$ cat config.mk
export PLATFORM = sky130hd
export DESIGN_NAME = guard_timer
export DESIGN_NICKNAME = d
export VERILOG_FILES = /design/src/rtl/guard_timer_pkg.sv /design/src/rtl/guard_timer_ctrl.sv /design/src/rtl/guard_timer_dp.sv /design/src/rtl/guard_timer.sv
export SDC_FILE = /design/constraint.sdc
export NUM_CORES = 1
export LEC_CHECK = 0
export ABC_AREA = 1
export BUFFER_PORTS_ARGS = -buffer_cell sky130_fd_sc_hd__buf_4
export CORE_UTILIZATION = 23
export DETAILED_ROUTE_END_ITERATION = 8
export GPL_TIMING_DRIVEN = 0
export PLACE_DENSITY = 0.39
export SYNTH_ARGS = -nofsm -noshare
export SYNTH_HDL_FRONTEND = slang
export SYNTH_HIERARCHICAL = 1
export SYNTH_SLANG_ARGS = --single-unit
$ cat constraint.sdc
create_clock -name clk -period 2.02 [get_ports clk]
set_input_delay 0.101 -clock clk [delete_from_list [all_inputs] [get_ports clk]]
set_output_delay 0.101 -clock clk [all_outputs]
set_load 0.03 [all_outputs]
$ cat src/rtl/guard_timer_pkg.sv
package guard_timer_pkg;
  localparam int ADDR_W = 6;
  localparam logic [ADDR_W-1:0] A_LDLO  = 6'h00;
  localparam logic [ADDR_W-1:0] A_LDHI  = 6'h04;
  localparam logic [ADDR_W-1:0] A_CTRL  = 6'h08;
  localparam logic [ADDR_W-1:0] A_ICLR  = 6'h0C;
  localparam logic [ADDR_W-1:0] A_RAW   = 6'h10;
  localparam logic [ADDR_W-1:0] A_MASK  = 6'h14;
  localparam logic [ADDR_W-1:0] A_CNTLO = 6'h18;
  localparam logic [ADDR_W-1:0] A_CNTHI = 6'h1C;
  localparam logic [ADDR_W-1:0] A_LOCK  = 6'h20;
  localparam logic [ADDR_W-1:0] A_PRLO  = 6'h2C;
  localparam logic [ADDR_W-1:0] A_PRHI  = 6'h30;
  localparam logic [31:0] UNLOCK_KEY = 32'h0000_E551;

  typedef struct packed {
    logic loadWr;
    logic intClr;
    logic rstClr;
  } strobes_t;
endpackage

$ cat src/rtl/guard_timer_ctrl.sv
module guard_timer_ctrl
  import guard_timer_pkg::*;
#(
  parameter int HALF_W = 16,
  localparam int CNT_W = 2 * HALF_W
) (
  input  logic              clk,
  input  logic              rstN,
  input  logic [ADDR_W-1:0] addr,
  input  logic [31:0]       wdata,
  input  logic              we,
  input  logic              re,
  input  logic [CNT_W-1:0]  count,
  input  logic              busy,
  input  logic              intRaw,
  input  logic              rstRaw,
  output strobes_t          stb,
  output logic [CNT_W-1:0]  loadVal,
  output logic [CNT_W-1:0]  preVal,
  output logic [3:0]        ctrlWord,
  output logic              locked,
  output logic [31:0]       rdata,
  output logic              irq
);
  logic [HALF_W-1:0] ldLo, ldHi, prLo, prHi;
  logic maskBit;
  logic wrOk;

  assign wrOk = we && !locked;

  always_ff @(posedge clk) begin
    if (!rstN) begin
      ldLo <= '0; ldHi <= '0; prLo <= '0; prHi <= '0;
      ctrlWord <= '0;
      maskBit <= 1'b0;
      locked <= 1'b1;
    end else if (we && addr == A_LOCK) begin
      locked <= (wdata != UNLOCK_KEY);
    end else if (wrOk) begin
      case (addr)
        A_LDLO: ldLo <= wdata[HALF_W-1:0];
        A_LDHI: ldHi <= wdata[HALF_W-1:0];
        A_PRLO: prLo <= wdata[HALF_W-1:0];
        A_PRHI: prHi <= wdata[HALF_W-1:0];
        A_CTRL: ctrlWord <= wdata[3:0];
        A_MASK: maskBit <= wdata[0];
        default: ;
      endcase
    end
  end

  always_comb begin
    stb.loadWr = wrOk && (addr == A_LDLO || addr == A_LDHI ||
                          addr == A_PRLO || addr == A_PRHI);
    stb.intClr = wrOk && addr == A_ICLR && wdata[0];
    stb.rstClr = wrOk && addr == A_ICLR && wdata[3];
  end

  assign loadVal = {ldHi, ldLo};
  assign preVal  = {prHi, prLo};
  assign irq     = intRaw & ctrlWord[0] & ~maskBit;

  always_comb begin
    rdata = '0;
    if (re) begin
      case (addr)
        A_LDLO:  rdata[HALF_W-1:0] = ldLo;
        A_LDHI:  rdata[HALF_W-1:0] = ldHi;
        A_PRLO:  rdata[HALF_W-1:0] = prLo;
        A_PRHI:  rdata[HALF_W-1:0] = prHi;
        A_CTRL:  rdata[3:0] = ctrlWord;
        A_MASK:  rdata[0] = maskBit;
        A_RAW: begin
          rdata[0] = intRaw;
          rdata[3] = rstRaw;
          rdata[4] = busy;
        end
        A_CNTLO: rdata[HALF_W-1:0] = count[HALF_W-1:0];
        A_CNTHI: rdata[HALF_W-1:0] = count[CNT_W-1:HALF_W];
        A_LOCK:  rdata[0] = locked;
        default: ;
      endcase
    end
  end
endmodule

$ cat src/rtl/guard_timer_dp.sv
module guard_timer_dp
  import guard_timer_pkg::*;
#(
  parameter int HALF_W = 16,
  parameter int LOAD_TICKS = 2,
  localparam int CNT_W = 2 * HALF_W,
  localparam int TW = (LOAD_TICKS > 1) ? $clog2(LOAD_TICKS) : 1
) (
  input  logic             clk,
  input  logic             rstN,
  input  logic             tickEn,
  input  strobes_t         stb,
  input  logic [CNT_W-1:0] loadVal,
  input  logic [CNT_W-1:0] preVal,
  input  logic             cntEn,
  input  logic             rstEn,
  output logic [CNT_W-1:0] count,
  output logic             busy,
  output logic             intRaw,
  output logic             rstRaw
);
  localparam logic [TW-1:0] T_LAST = TW'(LOAD_TICKS - 1);

  logic [TW-1:0]    tcnt;
  logic [CNT_W-1:0] preThr;
  logic [CNT_W-1:0] nextCnt;
  logic applyNow, stepNow;

  assign applyNow = busy && tickEn && !stb.loadWr && tcnt == T_LAST;
  assign stepNow  = !applyNow && cntEn && tickEn && count != '0;
  assign nextCnt  = count - CNT_W'(1);

  always_ff @(posedge clk) begin
    if (!rstN) begin
      busy <= 1'b0;
      tcnt <= '0;
    end else if (stb.loadWr) begin
      busy <= 1'b1;
      tcnt <= '0;
    end else if (applyNow) begin
      busy <= 1'b0;
    end else if (busy && tickEn) begin
      tcnt <= tcnt + TW'(1);
    end
  end

  always_ff @(posedge clk) begin
    if (!rstN) begin
      count  <= '0;
      preThr <= '0;
    end else if (applyNow) begin
      count  <= loadVal;
      preThr <= preVal;
    end else if (stepNow) begin
      count <= nextCnt;
    end
  end

  always_ff @(posedge clk) begin
    if (!rstN) begin
      intRaw <= 1'b0;
      rstRaw <= 1'b0;
    end else begin
      if (stepNow && nextCnt == preThr) intRaw <= 1'b1;
      else if (stb.intClr)              intRaw <= 1'b0;
      if (stepNow && nextCnt == '0 && rstEn) rstRaw <= 1'b1;
      else if (stb.rstClr)                   rstRaw <= 1'b0;
    end
  end
endmodule

$ cat src/rtl/guard_timer.sv
module guard_timer
  import guard_timer_pkg::*;
#(
  parameter int HALF_W = 16,
  parameter int LOAD_TICKS = 2
) (
  input  logic              clk,
  input  logic              rstN,
  input  logic              tickEn,
  input  logic [ADDR_W-1:0] addr,
  input  logic [31:0]       wdata,
  input  logic              we,
  input  logic              re,
  output logic [31:0]       rdata,
  output logic              irq,
  output logic              rstReq
);
  localparam int CNT_W = 2 * HALF_W;

  strobes_t         stb;
  logic [CNT_W-1:0] count, loadVal, preVal;
  logic [3:0]       ctrlWord;
  logic             busy, intRaw, rstRaw, locked;

  guard_timer_ctrl #(.HALF_W(HALF_W)) uCtrl (
    .clk(clk), .rstN(rstN), .addr(addr), .wdata(wdata), .we(we), .re(re),
    .count(count), .busy(busy), .intRaw(intRaw), .rstRaw(rstRaw),
    .stb(stb), .loadVal(loadVal), .preVal(preVal), .ctrlWord(ctrlWord),
    .locked(locked), .rdata(rdata), .irq(irq)
  );

  guard_timer_dp #(.HALF_W(HALF_W), .LOAD_TICKS(LOAD_TICKS)) uDp (
    .clk(clk), .rstN(rstN), .tickEn(tickEn), .stb(stb),
    .loadVal(loadVal), .preVal(preVal),
    .cntEn(ctrlWord[1]), .rstEn(ctrlWord[3]),
    .count(count), .busy(busy), .intRaw(intRaw), .rstRaw(rstRaw)
  );

  assign rstReq = rstRaw;
endmodule

# Yosys cells after proc, flatten, opt, wreduce, memory -nomap -nowiden
# Cells that the tools add are included.
[word_totals] in_bits=43 regBits=138 output_inout_bits=34
[op_classes] n_mux=14 reduce_logical=36 addsub=2 bitwise_logic=6 n_eq_ne=12
[op_table] operator="11-bit case mux with 6 select lines" count=1
[op_table] operator="32-bit 2-to-1 mux" count=2
[op_table] operator="32-bit == test" count=1
[op_table] operator="32-bit zero test" count=1
[op_table] operator="32-bit by 16-bit inequality test with 1-bit output (second input constant)" count=1
[op_table] operator="32-bit nonzero test" count=1
[op_table] operator="32-bit by 1-bit subtractor with 32-bit output (second input constant)" count=1
[op_table] operator="6-bit by 5-bit == test with 1-bit output (second input constant)" count=4
[op_table] operator="6-bit == test (second input constant)" count=3
[op_table] operator="3-bit AND reduction" count=6
[op_table] operator="16-bit 2-to-1 mux" count=1
[op_table] operator="1-bit logical AND" count=15
[op_table] operator="2-bit case mux with 7 select lines" count=1
[op_table] operator="6-bit by 4-bit == test with 1-bit output (second input constant)" count=2
[op_table] operator="1-bit case mux with 10 select lines" count=1
[op_table] operator="1-bit case mux with 8 select lines" count=1
[op_table] operator="2-bit nonzero test" count=4
[op_table] operator="1-bit case mux with 7 select lines" count=1
[op_table] operator="6-bit by 3-bit == test with 1-bit output (second input constant)" count=1
[op_table] operator="6-bit zero test" count=1
[op_table] operator="1-bit 2-to-1 mux" count=6
[op_table] operator="1-bit inverter" count=4
[op_table] operator="1-bit zero test" count=3
[op_table] operator="1-bit logical OR" count=3
[op_table] operator="other kinds (4)" count=5

# Logic depth before layout (Yosys ltp)
# Gate-level depths: netlist (run 1).
[logic_depth] depth_word=15 depth_mapped=18 mapped_depth_nobuf=18

# Hierarchy
# Netlist (run 1), hierarchy kept.
[modules_own_cells] mod="guard_timer_dp" seq_area_each_um2=1361.3 cells_each=720 instances=1 area_each_um2=4356.7
[modules_own_cells] mod="guard_timer_ctrl" seq_area_each_um2=1401.3 cells_each=525 instances=1 area_each_um2=3724.8

# Worst setup path before layout (run 1)
# Ideal clock, no wire load.
[synth_path] path_type="register to register" startpoint="register uCtrl.locked" endpoint="register uDp.intRaw" setup_slack_ns=-0.192 period_less_slack_ns=2.212 arrival_time_ns=2.147 n_path_buf=0 path_stages_with_launch=16 setup_time_ns=0.065 cell_sequence="dfxtp_1 > nor2_1 > inv_1 > a41oi_1 > inv_1 > nand4_1 > nand3_1 > nor2_8 > nand2_1 > nor2_1 > nand3_1 > nor2_1 > nand2_1 > nor2_1 > nor2_1 > nor2_1"
[synth_rtl] item="start: declaration" line="guard_timer_ctrl.sv:21" rtl="output logic locked,"
[synth_rtl] item="start signal: assignment" line="guard_timer_ctrl.sv:38" rtl="locked <= (wdata != UNLOCK_KEY);"
[synth_rtl] item="end signal: assignment" line="guard_timer_dp.sv:61" rtl="intRaw <= 1'b0;"
[synth_rtl] item="end signal: assignment" line="guard_timer_dp.sv:64" rtl="if (stepNow && nextCnt == preThr) intRaw <= 1'b1;"
[synth_rtl] item="end signal: assignment" line="guard_timer_dp.sv:65" rtl="else if (stb.intClr) intRaw <= 1'b0;"
[synth_rtl] item="end: declaration" line="guard_timer_dp.sv:19" rtl="output logic intRaw,"

# Worst setup path after layout (run 1)
[layout_path] startpoint="register uDp.count[16]" endpoint="register uDp.intRaw"
[layout_via] elab_chain_cells=4
[layout_rtl] item="start: declaration" line="guard_timer_dp.sv:17" rtl="output logic [CNT_W-1:0] count,"
[layout_rtl] item="start signal: assignment" line="guard_timer_dp.sv:52" rtl="count <= loadVal;"
[layout_rtl] item="start signal: assignment" line="guard_timer_dp.sv:55" rtl="count <= nextCnt;"
[layout_rtl] item="32-bit by 1-bit subtractor with 32-bit output or 32-bit nonzero test (tied branches)" line="guard_timer_dp.sv:31, guard_timer_dp.sv:30"
[layout_rtl] item="32-bit == test or 1-bit logical AND (tied branches)" line="guard_timer_dp.sv:64, guard_timer_dp.sv:30"
[layout_rtl] item="1-bit logical AND *" line="guard_timer_dp.sv:64"
[layout_rtl] item="1-bit 2-to-1 mux or 2-bit nonzero test (tied branches)"
# Every way passes the cells marked *; elsewhere a longest branch is shown, timed or not.
# A chain may end at the register's enable or synchronous reset.

==> impl_metrics.toml, run 1 <==
[run_status]
status = "finished with violations"
violations = "negative setup slack"

[global_route]
track_usage = 0.2004
grt_pass1_wl_um = 52460
grt_max_degree = 17
antenna_found_initial = 0
grt_overflow = 0
grt_pass1_vias = 8191

[synth]
ys_ff_latch = 138
syn_area_per_cell_um2 = 6.491
synth_fa_ha_area_frac = 0.003096
ys_types = 39
synth_seq_area_share = 0.3418
synth_compound_area_frac = 0.1946
ys.flop_type = "dfxtp_1"
yosysWarningCount = 6
yosys-top-cells-area = "dfxtp_1 (34%), nand2_1 (15%), a21oi_1 (8.1%)"
ys_async_sr_fraction = 0
synthCells = 1245
synth_simple_gate_area_frac = 0.3411
yosysTopAreaCellShare = 0.3418
synth.largest_area_cell = "dfxtp_1"
synth_edf_count = 0
syn_area_mm2 = 0.008082
synth_top_family_by_area = "simple AND/OR/NAND/NOR gates"
muxShareOfSynthArea = 0
synthXorXnorAreaFrac = 0.01006

[clocking]
clock_path_buffers = 2
clock-root-buffer = "clkbuf_16"
cts_tree = "done"
cts_buffers = 17
htree_levels = 4
clk_pin_slew_worst_paths_ns = 0.06
cts.sinks = 138
insertion_delay_ns = 0.43

[critical_path]
criticalPathCategory = "flop to flop"
regToRegSetupSlack_ns = -0.23
end_kind = "flop"
crit_path_start_kind = "flop"
crit_fanout = 6
arrival_ns = 2.61
crit_required_ns = 2.38

[floorplanning]
ios = 77
die_x_um = 189.5
initial_core_util = 0.2340
core_area_mm2 = 0.03454
row_count = 68
dieArea_mm2 = 0.03589
fp.dieH_um = 189.5

[finish]
syn_to_final_growth_pct = 32.14
nNetsFinal = 1432
final_common_cell = "nand2_1"
fillerInstances = 3903
fin_area_mm2 = 0.01068
antenna_cells = 0
drive_above_1_share = 0.2107
final_cells = 1855
layout_common_cells = "nand2_1 (306), a21oi_1 (129), dfxtp_1 (127)"

[sta]
skew_ns = 0.01002
finalSetupViolCount = 33
fin_crit_ns = 2.250
final-hold-violation-count = 0
setup_tns_ns = -4.629
min_period_over_period = 1.114
maxSlewHeadroom = 0.5177
tightest_slew_ns = 0.7234
finalMaxSlewViolations = 0
fmax_ghz = 0.4445
rsz0062_at_grt = "yes"
fin_ws_ns = -0.2296

[pwr]
p_total_mw = 6.757
p_leak_nw = 4.654
power-per-cell-area_mw_per_mm2 = 632.7
ir_worst_vdd_uv = 330.4

[route]
drtPass1Iterations = 5
drt_iter0_drc = 655
routed_wl_um = 35730
viasPerCell = 4.732
drc_errors = 0
wire_per_inst_um = 19.26
drt.antenna.violating_nets = 0
vias = 8778

[placed_design]
dp_cells = 1775
dpl_cell_area_mm2 = 0.009178
io_buffers = 60
place_hpwl_um = 28580
gp_congestion = 0.9125

[run]
maxCapViolCount = 0

[worst_hold_path]
hold_path.class = "primary input to flop"
[critical path, cell delays in order (launching register included)]
cell and delay, ns:
dfxtp_1 0.42, nor2_1 0.20, nand2_1 0.14, nor2_2 0.22
nand3_2 0.17, xor3_1 0.40, nand2_1 0.07, nor2_1 0.13
nand3_1 0.15, nor2_4 0.16, nor2_1 0.05, nor2_1 0.07
[state kept, by name (all words and copies together) (netlist names), 4 cells and up]
name	flops
uCtrl/ldHi	16
uCtrl/prLo	16
uCtrl/prHi	16
uCtrl/ctrlWord	4
uDp/count	32
uCtrl/ldLo	16
uDp/preThr	32
[through the flow]
| step | util | hold WS (ns) | setup WS, ns |
|---|---|---|---|
| floorplan | - | 0.2394 | 0.02160 |
| global placement | 0.2657 | 0.3972 | -1.031 |
| detailed placement | 0.2657 | 0.4124 | -1.033 |
| CTS | 0.2995 | 0.004150 | -0.1705 |
| global route | 0.3092 | 0.01815 | -0.3590 |
| finish | 0.3092 | 0.008333 | -0.2296 |
[layout make-up]
type,instances,area [um^2],share of cell area
clock buffer,21,460.4,0.04312
sequential,138,2786,0.2609
inverter,124,486.7,0.04558
buffer,63,486.7,0.04558
multi-input combinational,935,4757,0.4455
tap,455,569.3,0.05331
clock inverter,11,216.5,0.02027
timing repair buffer,108,915.9,0.08576
[worst paths after layout]
path | endpoint | cells after the start | from
hold reg to reg | uDp/preThr[7] | 2 | uDp/preThr[7]
setup reg to reg | uDp/intRaw | 11 | uDp/count[16]
hold / removal | uCtrl/prLo[4] | 3 | wdata[4]
setup / recovery | uDp/intRaw | 11 | uDp/count[16]
[Yosys cell counts, types with 17 or more instances]
master    instances
clkbuf_1         23
inv_1           114
buf_4            22
nor2_4           17
a21oi_1         130
a22oi_1          18
nor2_1          139
dfxtp_1         138
o21ai_0         108
o21ai_1          22
nand3_1          81
nand2_1         319
[power breakdown]
part,internal [mW],switching (mW),total [mW]
clock network,2.38,1.29,3.67
registers,2.72,0.000413,2.72
logic,0.134,0.237,0.371
[routing by layer]
layer | wire length, um | share of wire | global-route usage | up-vias
met5 | 0 | 0 | 0 | -
li1 | - | - | - | 4352
met3 | 1780 | 0.050 | 0.02836 | 32
met2 | 16830 | 0.47 | 0.3342 | 245
met1 | 16510 | 0.46 | 0.2687 | 4149
met4 | 608 | 0.017 | 0.05242 | 0
[logic make-up (layout without fill, tap and decap cells)]
group,count (synthesis),count (layout)
simple gates,613,613
other cells,1,16
compound gates,298,298
flops,138,138
fa+ha+maj,2,2
buf+inv,187,327
xor+xnor,6,6
[repair_timing]
action                                  in CTS  in global routing
endpoints found under the setup margin      67                 58
buffers inserted                            20                 14
resized for setup                           87                 65
endpoints found under the hold margin       41                  0
pin swaps                                   30                 24
hold buffers                                12                  0
cloned                                       0                  2
Power figures use the tool's default switching activity.
==> inputs of run 2 (changes only) <==
--- a/config.mk
+++ b/config.mk
@@ -8,6 +8,7 @@
 export ABC_AREA = 1
 export BUFFER_PORTS_ARGS = -buffer_cell sky130_fd_sc_hd__buf_4
 export CORE_UTILIZATION = 23
+export CTS_BUF_LIST = sky130_fd_sc_hd__clkbuf_16
 export DETAILED_ROUTE_END_ITERATION = 8
 export GPL_TIMING_DRIVEN = 0
 export PLACE_DENSITY = 0.39
==> run 2 against run 1 <==
Net effect:
- the run still ends with negative setup slack left
- combinational power barely moved
- sequential share of layout area barely moved
- wire length fell by 0.30%
- utilization fell by 0.058 points
- hold slack improved by 0.0012 ns
- global-route usage barely moved
==> impl_metrics.toml, run 2 (synthesized netlist as in run 1, its figures left out) <==
[route]
drtPass1Iterations = 6
drc_errors = 0
viasPerCell = 4.706
wl_met3_um = 1744
drt.antenna.violating_nets = 0
drt_iter0_drc = 671
wl_met1_um = 16520
dr_wl_met2_um = 16710
routed_wl_um = 35620
vias = 8729
wire_per_inst_um = 19.20
top_layer_used = "met4"

[finish]
final_common_cell = "nand2_1"
layout_common_cells = "nand2_1 (306), a21oi_1 (129), dfxtp_1 (127)"
top_regs = "uDp/count (32), uDp/preThr (32)"
utilization = 0.3086
syn_to_final_growth_pct = 31.89
antenna_cells = 0
nNetsFinal = 1432
fillerInstances = 3905
final_cells = 1855
drive_above_1_share = 0.2093

[floorplanning]
core_area_mm2 = 0.03454
die_x_um = 189.5
row_count = 68
dieArea_mm2 = 0.03589
fp.dieH_um = 189.5
initial_core_util = 0.2340
ios = 77

[global_route]
grt_overflow = 0
grt_pass1_vias = 8191
grt_max_degree = 17
track_usage = 0.2004
antenna_found_initial = 0
grt_pass1_wl_um = 52460

[pwr]
p_total_mw = 6.661
power-per-cell-area_mw_per_mm2 = 624.9
p_leak_nw = 4.651
ir_worst_vdd_uv = 326.6

[sta]
tightest_slew_ns = 0.7201
fmax_ghz = 0.4432
finalSetupViolCount = 33
rsz0062_at_grt = "yes"
fin_crit_ns = 2.256
skew_ns = 0.01033
finalMaxSlewViolations = 0
fin_ws_ns = -0.2363
min_period_over_period = 1.117
hold_slack_ns = 0.009507
maxSlewHeadroom = 0.5199
final-hold-violation-count = 0

[critical_path]
crit_family = "simple AND/OR/NAND/NOR gates"
end_kind = "flop"
crit_required_ns = 2.38
path_buf_inv = 3
slowest_stage = "dfxtp_4"
arrival_ns = 2.61
crit_fanout = 4
crit_top_cell = "nor2_1"
critPathMaxStageDelay_ns = 0.35
crit_path_start_kind = "flop"
crit_chain = "inv_4 > ha_4 > nand2_4 > nor2_4 > buf_4 > buf_4 > nand3b_1 > nand3_1 > nand2_1 > nor2_1 > nand3_1 > nor2_2 > nand2_2 > nor2_4 > nor2_1 > nor2_1"
criticalPathCategory = "flop to flop"

[clocking]
cts_tree = "done"
cts_buffers = 17
insertion_delay_ns = 0.43
clock-root-buffer = "clkbuf_16"
clk_pin_slew_worst_paths_ns = 0.06
cts.sinks = 138
htree_levels = 4
clock_path_buffers = 2

[placed_design]
place_hpwl_um = 28580
io_buffers = 60
dp_cells = 1775
gp_congestion = 0.9125

[run_status]
violations = "negative setup slack"
status = "finished with violations"

[run]
maxCapViolCount = 0

[worst_hold_path]
hold_path.class = "primary input to flop"
==> run 2: cell type report <==
class                           instances  area, um^2  share of cell area
Inverter                              124       486.7             0.04566
Clock buffer                           17       425.4             0.03991
Timing Repair Buffer                  108       915.9             0.08593
Multi-Input combinational cell        935        4757              0.4463
Buffer                                 63       486.7             0.04566
Clock inverter                         15       231.5             0.02172
Sequential cell                       138        2786              0.2614
Tap cell                              455       569.3             0.05341
==> run 2: worst min-delay path, stage by stage <==
cell	delay [ns]
buf_4	0.07
inv_1	0.09
a21oi_1	0.13
==> run 2: report_power, final <==
part	leakage, nW	internal (mW)	switching, mW
combinational	3.22	0.134	0.235
sequential	1.12	2.72	0.000415
clock	0.317	2.30	1.28
total	4.65	5.15	1.51
==> run 2: through the flow <==
stage / setup WS (ns) / setup TNS (ns) / area (um^2)
finish: -0.2363 / -4.438 / 10660
global route: -0.3590 / -8.094 / 10660
CTS: -0.1705 / -3.765 / 10330
detailed placement: -1.033 / -48.75 / 9178
global placement: -1.031 / -49.28 / 9178
floorplan: 0.02160 / 0 / 8158
==> run 2: per-layer routing <==
metal / track usage / vias to the layer above
met2: 0.3342 / 237
met3: 0.02836 / 34
li1: - / 4344
met1: 0.2687 / 4114
met4: 0.05242 / 0
met5: 0 / -
==> run 2: worst paths after layout <==
check,from,slack (ns),cells after the start,endpoint
worst min register to register,uDp/preThr[7],0.47,2,uDp/preThr[7]
worst max-delay path,uDp/count[0],-0.24,16,uDp/intRaw
worst min-delay path,wdata[4],0.01,3,uCtrl/prLo[4]
worst max register to register,uDp/count[0],-0.24,16,uDp/intRaw
==> run 2: what timing repair did <==
action / CTS / global route
resized for setup: 87 / 65
pin swaps: 30 / 24
hold buffers: 12 / 0
setup endpoints to repair: 67 / 58
setup buffers: 20 / 14
gates cloned: 0 / 2
endpoints found under the hold margin: 41 / 0
==> inputs of run 3 (changes only) <==
--- a/config.mk
+++ b/config.mk
@@ -5,7 +5,6 @@
 export SDC_FILE = /design/constraint.sdc
 export NUM_CORES = 1
 export LEC_CHECK = 0
-export ABC_AREA = 1
 export BUFFER_PORTS_ARGS = -buffer_cell sky130_fd_sc_hd__buf_4
 export CORE_UTILIZATION = 23
 export CTS_BUF_LIST = sky130_fd_sc_hd__clkbuf_16
==> run 3 against run 2 <==
Net effect:
- the flow still finishes with violations (negative setup slack)
- final cell count is 11% lower
- sequential cell count unchanged
- utilization increased by 3.0 points
==> impl_metrics.toml, run 3 <==
[critical_path]
slowest_stage = "or4_4"
crit_chain = "buf_8 > nor4_4 > nand4_1 > or4_4 > xnor2_2 > or4_4 > nor4_4 > nand4_1 > o21ai_1"
crit_fanout = 6
crit_path_start_kind = "flop"
arrival_ns = 3.35
critPathMaxStageDelay_ns = 0.53
end_kind = "flop"
regToRegSetupSlack_ns = -0.98
crit_required_ns = 2.38
criticalPathCategory = "flop to flop"

[global_route]
grt_pass1_wl_um = 55820
antenna_found_initial = 0
grt_overflow = 0
track_usage = 0.2114
grt_pass1_vias = 8180
grt_max_degree = 17

[synth]
synth_seq_area_share = 0.3432
synth_edf_count = 0
yosysMostFrequentCell = "nand2_1"
synth.largest_area_cell = "dfxtp_1"
ys.flop_type = "dfxtp_1"
yosysWarningCount = 6
syn_area_per_cell_um2 = 7.986
ys_ff_latch = 138
yosysTopAreaCellShare = 0.3432
ys_top_cells_by_count = "nand2_1 (189), dfxtp_1 (138), clkbuf_1 (49), nor2_1 (48), a21oi_1 (45)"
synthCells = 1008
ys_async_sr_fraction = 0
yosys-top-cells-area = "dfxtp_1 (34%), nand2_1 (8.8%), xnor2_1 (4.1%)"
syn_area_mm2 = 0.008050
ys_types = 72

[sta]
fmax_ghz = 0.3338
final-hold-violation-count = 0
fin_ws_ns = -0.9755
finalMaxSlewViolations = 0
finalSetupViolCount = 51
tightest_slew_ns = 0.8924
skew_ns = 0.01821
hold_slack_ns = 0.02523
rsz0062_at_grt = "yes"
min_period_over_period = 1.483
setup_tns_ns = -20.70
maxSlewHeadroom = 0.4051
fin_crit_ns = 2.996

[finish]
final_cells = 1642
drive_above_1_share = 0.3126
syn_to_final_growth_pct = 44.84
utilization = 0.3384
nNetsFinal = 1219
layout_common_cells = "nand2_1 (175), dfxtp_1 (131), buf_4 (111)"
multi_input_area_mm2 = 0.005657
seqCellArea_mm2 = 0.002776
top_regs = "uDp/count (32), uDp/preThr (32)"
fillerInstances = 3669
antenna_cells = 0
final_common_cell = "nand2_1"

[route]
drt_iter0_drc = 679
viasPerCell = 5.144
drtPass1Iterations = 6
vias = 8447
drc_errors = 0
drt.antenna.violating_nets = 0
routed_wl_um = 37870
wire_per_inst_um = 23.06

[clocking]
insertion_delay_ns = 0.43
cts_tree = "done"
clk_pin_slew_worst_paths_ns = 0.07
htree_levels = 4
cts.sinks = 138
clock_path_buffers = 2
cts_buffers = 17
clock-root-buffer = "clkbuf_16"

[floorplanning]
row_count = 68
die_x_um = 189.1
fp.dieH_um = 189.1
ios = 77
dieArea_mm2 = 0.03575
core_area_mm2 = 0.03446
initial_core_util = 0.2336

[pwr]
p_leak_nw = 4.255
ir_worst_vdd_uv = 504.6
p_total_mw = 6.338
power-per-cell-area_mw_per_mm2 = 543.6

[run_status]
violations = "negative setup slack"
status = "finished with violations"

[worst_hold_path]
hold_path.class = "primary input to flop"

[placed_design]
dp_cells = 1536
io_buffers = 58
place_hpwl_um = 28270
gp_congestion = 0.9123

[run]
maxCapViolCount = 0
-- run 3: timing repair --
action	in CTS	in global routing
hold buffers	16	0
pin swaps	60	40
gates resized for setup	134	95
endpoints found under the hold margin	65	0
cloned	4	0
endpoints found under the setup margin	92	85
setup buffers	49	20
-- run 3: final timing paths --
| kind | cells past startpoint | end | startpoint |
|---|---|---|---|
| worst max-delay path | 9 | uDp/intRaw | uDp/count[0] |
| worst max register to register | 9 | uDp/intRaw | uDp/count[0] |
| worst min register to register | 2 | uDp/preThr[1] | uDp/preThr[1] |
| worst min-delay path | 3 | uDp/tcnt | tickEn |
-- run 3: layer usage --
layer / GRT usage / share of wire / vias up / routed length (um)
li1: - / - / 3914 / -
met5: 0 / 0 / - / 0
met4: 0.07878 / 0.033 / 0 / 1241
met1: 0.2952 / 0.47 / 4163 / 17840
met2: 0.3353 / 0.46 / 309 / 17240
met3: 0.02057 / 0.041 / 61 / 1552
-- run 3: per-stage QoR --
stage	area, um^2	setup slack [ns]
2_1_floorplan	8468	-0.5406
3_3_place_gp	9473	-1.382
3_5_place_dp	9473	-1.404
4_1_cts	11260	-0.8944
5_1_grt	11660	-0.9986
6_report	11660	-0.9755
-- run 3: power breakdown --
part	leakage, nW	internal (mW)	switching (mW)
Clock	0.283	1.75	1.48
Sequential	1.12	2.72	0.000335
Combinational	2.86	0.172	0.226
Total	4.26	4.63	1.70
-- run 3: final cells by class --
class,count,area share
multi-input combinational,781,0.4851
sequential,138,0.2381
timing repair buffer,141,0.1110
buffer,88,0.06449
tap,455,0.04883
clock buffer,17,0.03648
clock inverter,15,0.01352
inverter,7,0.002468
-- run 3: critical path, delay by kind of cell, from the launching register on --
family                    cells  cell delay, ns
and+or+nand+nor               6            2.09
xor gates and xnor gates      1            0.19
buffers and inverters         1            0.13
DFF                           1            0.35
AOI/OAI and AO/OA             1            0.17
-- run 3: logic make-up after synthesis --
family / share of synthesized area
fa+ha+maj: 0.003108
mux: 0.03404
xor+xnor: 0.07289
other cells: 0.0004658
buf+inv: 0.06357
compound gates: 0.2067
simple gates: 0.2760
flops: 0.3432
